`src/rtl/hilo_mac_pkg.sv`:
```
// Shared types for the HI/LO multiply-accumulate unit.
// Assumes the two-bit accumulate control is read as a signed step (-1, 0, +1).
package hilo_mac_pkg;
    typedef enum logic [1:0] {
        ACC_NONE = 2'b00,
        ACC_ADD  = 2'b01,
        ACC_RSVD = 2'b10,
        ACC_SUB  = 2'b11
    } acc_mode_e;

    // Fold the unused code into plain overwrite.
    function automatic acc_mode_e norm_mode(input logic [1:0] code);
        return (code == 2'b10) ? ACC_NONE : acc_mode_e'(code);
    endfunction
endpackage

```
`src/rtl/hilo_mac_mul.sv`:
```
// Multiplier with a LAT-deep result pipeline.
// Forms the product at issue time and carries product and mode through LAT
// stages. Assumes LAT >= 1 and a mode already normalised by the caller.
module hilo_mac_mul
    import hilo_mac_pkg::*;
#(
    parameter int DW  = 32,
    parameter int LAT = 2
) (
    input  logic            clk,
    input  logic            rst_n,
    input  logic            in_valid,
    input  logic            in_signed,
    input  acc_mode_e       in_mode,
    input  logic [DW-1:0]   in_a,
    input  logic [DW-1:0]   in_b,
    output logic            out_valid,
    output acc_mode_e       out_mode,
    output logic [2*DW-1:0] out_prod,
    output logic            any_valid
);
    localparam int PW = 2 * DW;

    logic [PW-1:0] ext_a, ext_b, prod_now;
    logic          vld_q  [LAT];
    acc_mode_e     mode_q [LAT];
    logic [PW-1:0] prod_q [LAT];

    // Extend the operands to full width and keep the low PW bits of the product.
    always_comb begin
        ext_a    = {{DW{in_signed & in_a[DW-1]}}, in_a};
        ext_b    = {{DW{in_signed & in_b[DW-1]}}, in_b};
        prod_now = ext_a * ext_b;
    end

    for (genvar s = 0; s < LAT; s++) begin : g_stg
        if (s == 0) begin : g_head
            // First stage captures a newly issued operation.
            always_ff @(posedge clk) begin
                if (!rst_n) begin
                    vld_q[0]  <= 1'b0;
                    mode_q[0] <= ACC_NONE;
                    prod_q[0] <= '0;
                end else begin
                    vld_q[0]  <= in_valid;
                    mode_q[0] <= in_mode;
                    prod_q[0] <= prod_now;
                end
            end
        end else begin : g_tail
            // Later stages shift the operation forward by one cycle.
            always_ff @(posedge clk) begin
                if (!rst_n) begin
                    vld_q[s]  <= 1'b0;
                    mode_q[s] <= ACC_NONE;
                    prod_q[s] <= '0;
                end else begin
                    vld_q[s]  <= vld_q[s-1];
                    mode_q[s] <= mode_q[s-1];
                    prod_q[s] <= prod_q[s-1];
                end
            end
        end
    end

    // Any occupied stage means the unit is busy.
    always_comb begin
        any_valid = 1'b0;
        for (int s = 0; s < LAT; s++) any_valid = any_valid | vld_q[s];
    end

    assign out_valid = vld_q[LAT-1];
    assign out_mode  = mode_q[LAT-1];
    assign out_prod  = prod_q[LAT-1];
endmodule

```
`src/rtl/hilo_mac_acc.sv`:
```
// Combines the old pair with a product: overwrite, add or subtract.
// Arithmetic wraps modulo 2^PW. Purely combinational.
module hilo_mac_acc
    import hilo_mac_pkg::*;
#(
    parameter int PW = 64
) (
    input  acc_mode_e     mode,
    input  logic [PW-1:0] old_pair,
    input  logic [PW-1:0] prod,
    output logic [PW-1:0] new_pair
);
    // Select the result by the accumulate step.
    always_comb begin
        unique case (mode)
            ACC_ADD: new_pair = old_pair + prod;
            ACC_SUB: new_pair = old_pair - prod;
            default: new_pair = prod;
        endcase
    end
endmodule

```
`src/rtl/hilo_mac_regs.sv`:
```
// HI/LO storage. A commit writes the whole pair. Move writes replace one half
// only when mv_en is high. The caller keeps commit and mv_en apart.
module hilo_mac_regs #(
    parameter int DW = 32
) (
    input  logic            clk,
    input  logic            rst_n,
    input  logic            cm_valid,
    input  logic [2*DW-1:0] cm_value,
    input  logic            mv_en,
    input  logic            mv_hi,
    input  logic            mv_lo,
    input  logic [DW-1:0]   mv_data,
    output logic [DW-1:0]   hi_o,
    output logic [DW-1:0]   lo_o
);
    // Update the pair from a commit, otherwise from enabled move writes.
    always_ff @(posedge clk) begin
        if (!rst_n) begin
            hi_o <= '0;
            lo_o <= '0;
        end else if (cm_valid) begin
            hi_o <= cm_value[2*DW-1:DW];
            lo_o <= cm_value[DW-1:0];
        end else if (mv_en) begin
            if (mv_hi) hi_o <= mv_data;
            if (mv_lo) lo_o <= mv_data;
        end
    end
endmodule

```
`src/rtl/hilo_mac.sv`:
```
// Top of the HI/LO multiply-accumulate unit.
// Issues go into a MUL_LAT-stage multiplier. The result is merged with the pair
// in the final stage. Accumulate results are flagged as not forwardable.
// Reads and move writes are accepted only while no operation is in flight.
module hilo_mac
    import hilo_mac_pkg::*;
#(
    parameter int DW      = 32,
    parameter int MUL_LAT = 2
) (
    input  logic            clk,
    input  logic            rst_n,
    input  logic            iss_valid,
    input  logic            iss_signed,
    input  logic [1:0]      iss_acc,
    input  logic [DW-1:0]   iss_a,
    input  logic [DW-1:0]   iss_b,
    output logic            busy,
    output logic            commit,
    output logic            commit_nofwd,
    output logic            fwd_valid,
    output logic [2*DW-1:0] fwd_data,
    input  logic            wr_hi,
    input  logic            wr_lo,
    input  logic [DW-1:0]   wr_data,
    input  logic            rd_req,
    input  logic            rd_sel_hi,
    output logic            rd_grant,
    output logic [DW-1:0]   rd_data
);
    localparam int PW = 2 * DW;

    acc_mode_e     in_mode, fin_mode;
    logic [PW-1:0] fin_prod, new_pair;
    logic [DW-1:0] hi_q, lo_q;

    assign in_mode = norm_mode(iss_acc);

    hilo_mac_mul #(.DW(DW), .LAT(MUL_LAT)) u_mul (
        .clk(clk), .rst_n(rst_n),
        .in_valid(iss_valid), .in_signed(iss_signed), .in_mode(in_mode),
        .in_a(iss_a), .in_b(iss_b),
        .out_valid(commit), .out_mode(fin_mode), .out_prod(fin_prod),
        .any_valid(busy)
    );

    hilo_mac_acc #(.PW(PW)) u_acc (
        .mode(fin_mode), .old_pair({hi_q, lo_q}), .prod(fin_prod),
        .new_pair(new_pair)
    );

    hilo_mac_regs #(.DW(DW)) u_regs (
        .clk(clk), .rst_n(rst_n),
        .cm_valid(commit), .cm_value(new_pair),
        .mv_en(~busy), .mv_hi(wr_hi), .mv_lo(wr_lo), .mv_data(wr_data),
        .hi_o(hi_q), .lo_o(lo_q)
    );

    // Forwarding flags: only overwrite results may be forwarded.
    always_comb begin
        fwd_valid    = commit & (fin_mode == ACC_NONE);
        commit_nofwd = commit & (fin_mode != ACC_NONE);
        fwd_data     = new_pair;
    end

    // Read port: held off while any operation is in flight.
    always_comb begin
        rd_grant = rd_req & ~busy;
        rd_data  = rd_sel_hi ? hi_q : lo_q;
    end
endmodule

```
`config.mk`:
```
export PLATFORM = sky130hd
export DESIGN_NAME = hilo_mac
export DESIGN_NICKNAME = d
export VERILOG_FILES = /design/src/rtl/hilo_mac_pkg.sv /design/src/rtl/hilo_mac_mul.sv /design/src/rtl/hilo_mac_acc.sv /design/src/rtl/hilo_mac_regs.sv /design/src/rtl/hilo_mac.sv
export SDC_FILE = /design/constraint.sdc
export NUM_CORES = 2
export LEC_CHECK = 0
export ABC_AREA = 1
export ABC_CLOCK_PERIOD_IN_PS = 7800
export BUFFER_PORTS_ARGS = -buffer_cell sky130_fd_sc_hd__buf_2
export CAP_MARGIN = 10
export CORE_MARGIN = 1.5
export CORE_UTILIZATION = 50
export DETAILED_ROUTE_END_ITERATION = 10
export HOLD_SLACK_MARGIN = 0.15
export PLACE_DENSITY = 0.69
export REMOVE_ABC_BUFFERS = 1
export SYNTH_ARGS = -nofsm -noshare
export SYNTH_HDL_FRONTEND = slang
export SYNTH_SLANG_ARGS = --single-unit
```
`constraint.sdc`:
```
create_clock -name clk -period 7.8 [get_ports clk]
set_clock_uncertainty 0.1 [all_clocks]
set_input_delay 0.39 -clock clk [delete_from_list [all_inputs] [get_ports clk]]
set_output_delay 0.39 -clock clk [all_outputs]
set_load 0.01 [all_outputs]
```
==> out/metrics.cfg <==
[synthesis]
yosys_register_bits = 198
synthTopCellsByCount = 2079 x nand2_1, 2057 x inv_1, 1126 x fa_1
synth_area_leaders = fa_1 41%, nand2_1 14%, inv_1 14%, dfxtp_1 7.3%, ha_1 6.3%
yosysSeqAreaShare_pct = 7.27
synth_top_cell_by_area = fa_1
synthCells = 7529
syn_avg_cell_area_um2 = 7.24
async_reset_ff_share_pct = 0
yosysMostFrequentCell = nand2_1
synth_top_cell_area_share_pct = 41.3
synth-edff-count = 0
synth.distinct_cells = 51
ys_warn_count = 0
netlist_area_mm2 = 0.0545
ys.flop_type = dfxtp_1

[die]
die_area_mm2 = 0.111
die_y_um = 333
io_pins = 207
core_mm2 = 0.108
start_util_pct = 50.7
die_w_um = 333
rows = 120

[detailed_routing]
wl_um = 181000
wl_per_cell_um = 19.9
drcViolationCount = 0
drt_pre_antenna_iters = 6
vias = 47700
vias_per_cell = 5.26
drt-initial-drc-count = 3921
antenna_left = 0

[clock_tree]
clkSinkCount = 198
clk_latency_ns = 0.51
cts.repair.resized = 0
ctsHoldBuffers = 19
numCtsBuffers = 17
clk_pin_slew_ns = 0.08
post_cts_buffers = 0
cts_tree = done
cts_max_path_buffers = 2
h-tree-depth = 4
clockRootBuffer = clkbuf_16

[layout]
drive_gt1_share_pct = 6.85
final_net_count = 9156
area_delta_synth_final_pct = 7.48

[placement]
port_buffers = 206
place.gp.congestion = 1.04
dpl.hpwl_um = 157000

[sta]
min_period_ns = 7.54
hold_ws_ns = 0.197
worst-slew-pin-transition_ns = 1.14
setup_violations = 0
slew_headroom_pct = 23.5
fin_crit_sh_pct = 96.6
grt_setup_unrepaired = false
hold_violations = 0
maxSlewViolCount = 0
max_freq_mhz = 133

[hold_path]
hold_path_class = in -> reg

[worst_setup_path]
required_ns = 8.11
worstPathArrival_ns = 7.84
endpoint_kind = register
cp_slowest_cell = fa_1
start_kind = primary input
path_class = in -> reg
crit_top_cell = fa_1
worst-path-max-fanout = 21
slowest_delay_ns = 0.57

[global_routing]
overflow = 0
antenna_found_initial = 1
grt_pass1_vias = 49635
grt_start_max_net_pins = 83
grt_first_pass_wirelength_um = 282000
grtUsageTotal_pct = 33.2

[run_status]
status = finished clean

[flow_run]
maxCapViolCount = 0

-- layout by cell type, fill, tap and decap left out, drive strengths merged --
cell type	netlist	routed
or2	25	25
nand3	184	184
nor3	36	36
mux2	6	6
a21boi	11	11
o211ai	2	2
bufinv	0	2
dlygate4sd3	0	19
and2	11	11
o21ai	195	195
nand3b	17	17
xor2	60	60
o31ai	3	3
o21bai	24	24
ha	276	276
dfxtp	198	198
a211oi	6	6
xnor2	36	36
nor2	430	430
nor4	14	14
and3	7	7
buf	16	412
o22ai	24	24
inv	2061	2069
a21oi	261	261
nand4	40	40
nand2b	1	1
nand2	2090	2090
a221oi	1	1
fa	1126	1126
clkinv	1	3
a31oi	15	15
clkbuf	315	20
a21o	17	17
diode	0	1
o21a	20	20
-- state kept, by name (all words and copies together), names as in the netlist --
name	flops
u_mul.prod_q	128
u_regs.hi_o	32
u_regs.lo_o	32
u_mul.mode_q	4
u_mul.vld_q	2
-- worst max-delay path, delay by kind of cell --
family          cells  cell delay (ns)
fa+ha+maj           9             4.37
compound gates      1             0.14
simple gates       10             1.68
buf+inv             9             1.25
-- worst paths after layout --
path                        from                  end  slack, ns  depth (start not counted)
max reg2reg   u_mul.prod_q[1][0]      u_regs.hi_o[31]       2.65                         21
min                   wr_data[0]       u_regs.hi_o[0]       0.20                          5
max                     iss_b[6]  u_mul.prod_q[0][34]       0.26                         29
min reg2reg  u_mul.prod_q[0][19]  u_mul.prod_q[1][19]       0.31                          2
-- area by class of cell --
class                      instances  area [um2]
clock inverter                    12         156
tap                             1403        1760
clock buffer                      20         457
fill                           10445       49000
timing repair buffer             431        2960
antenna                            1        2.50
multi-input combinational       4938       41600
sequential                       198        3970
inverter                        2062        7740
-- routing by layer --
layer / track usage (%) / vias up / wire, um
met4: 14.1 / 2 / 8760
met5: 0 / - / 11
met1: 42.5 / 23508 / 73100
met2: 56.9 / 1958 / 86900
li1: - / 21828 / -
met3: 3.93 / 404 / 12100
-- cells by family (layout without fill, tap and decap cells) --
group                      Yosys count  count (layout)  share of synthesized area, %
and+or+nand+nor                   2855            2855                          21.0
buffers and inverters             2393            2525                          16.5
adders and majority gates         1402            1402                          47.7
AOI/OAI and AO/OA                  579             579                          5.92
DFF                                198             198                          7.27
xor gates and xnor gates            96              96                          1.54
muxes                                6               6                         0.124
other                                0               1                             0
-- metrics by stage --
stage                     TNS [ns]  util [%]  instance area, um2  setup slack (ns)  cells
after global placement      -0.304      53.7               57800            -0.102   9013
after global routing             0      54.4               58600            0.0188   9064
after floorplan                  0         -               53300             0.227   7198
final                            0      54.4               58600             0.264   9065
after detailed placement    -0.267      53.7               57800           -0.0913   9013
after CTS                        0      54.4               58600             0.432   9064
Power is left out: the tool's default activity adds up to more than one toggle a clock period on the data nets, which glitch-free logic cannot reach.
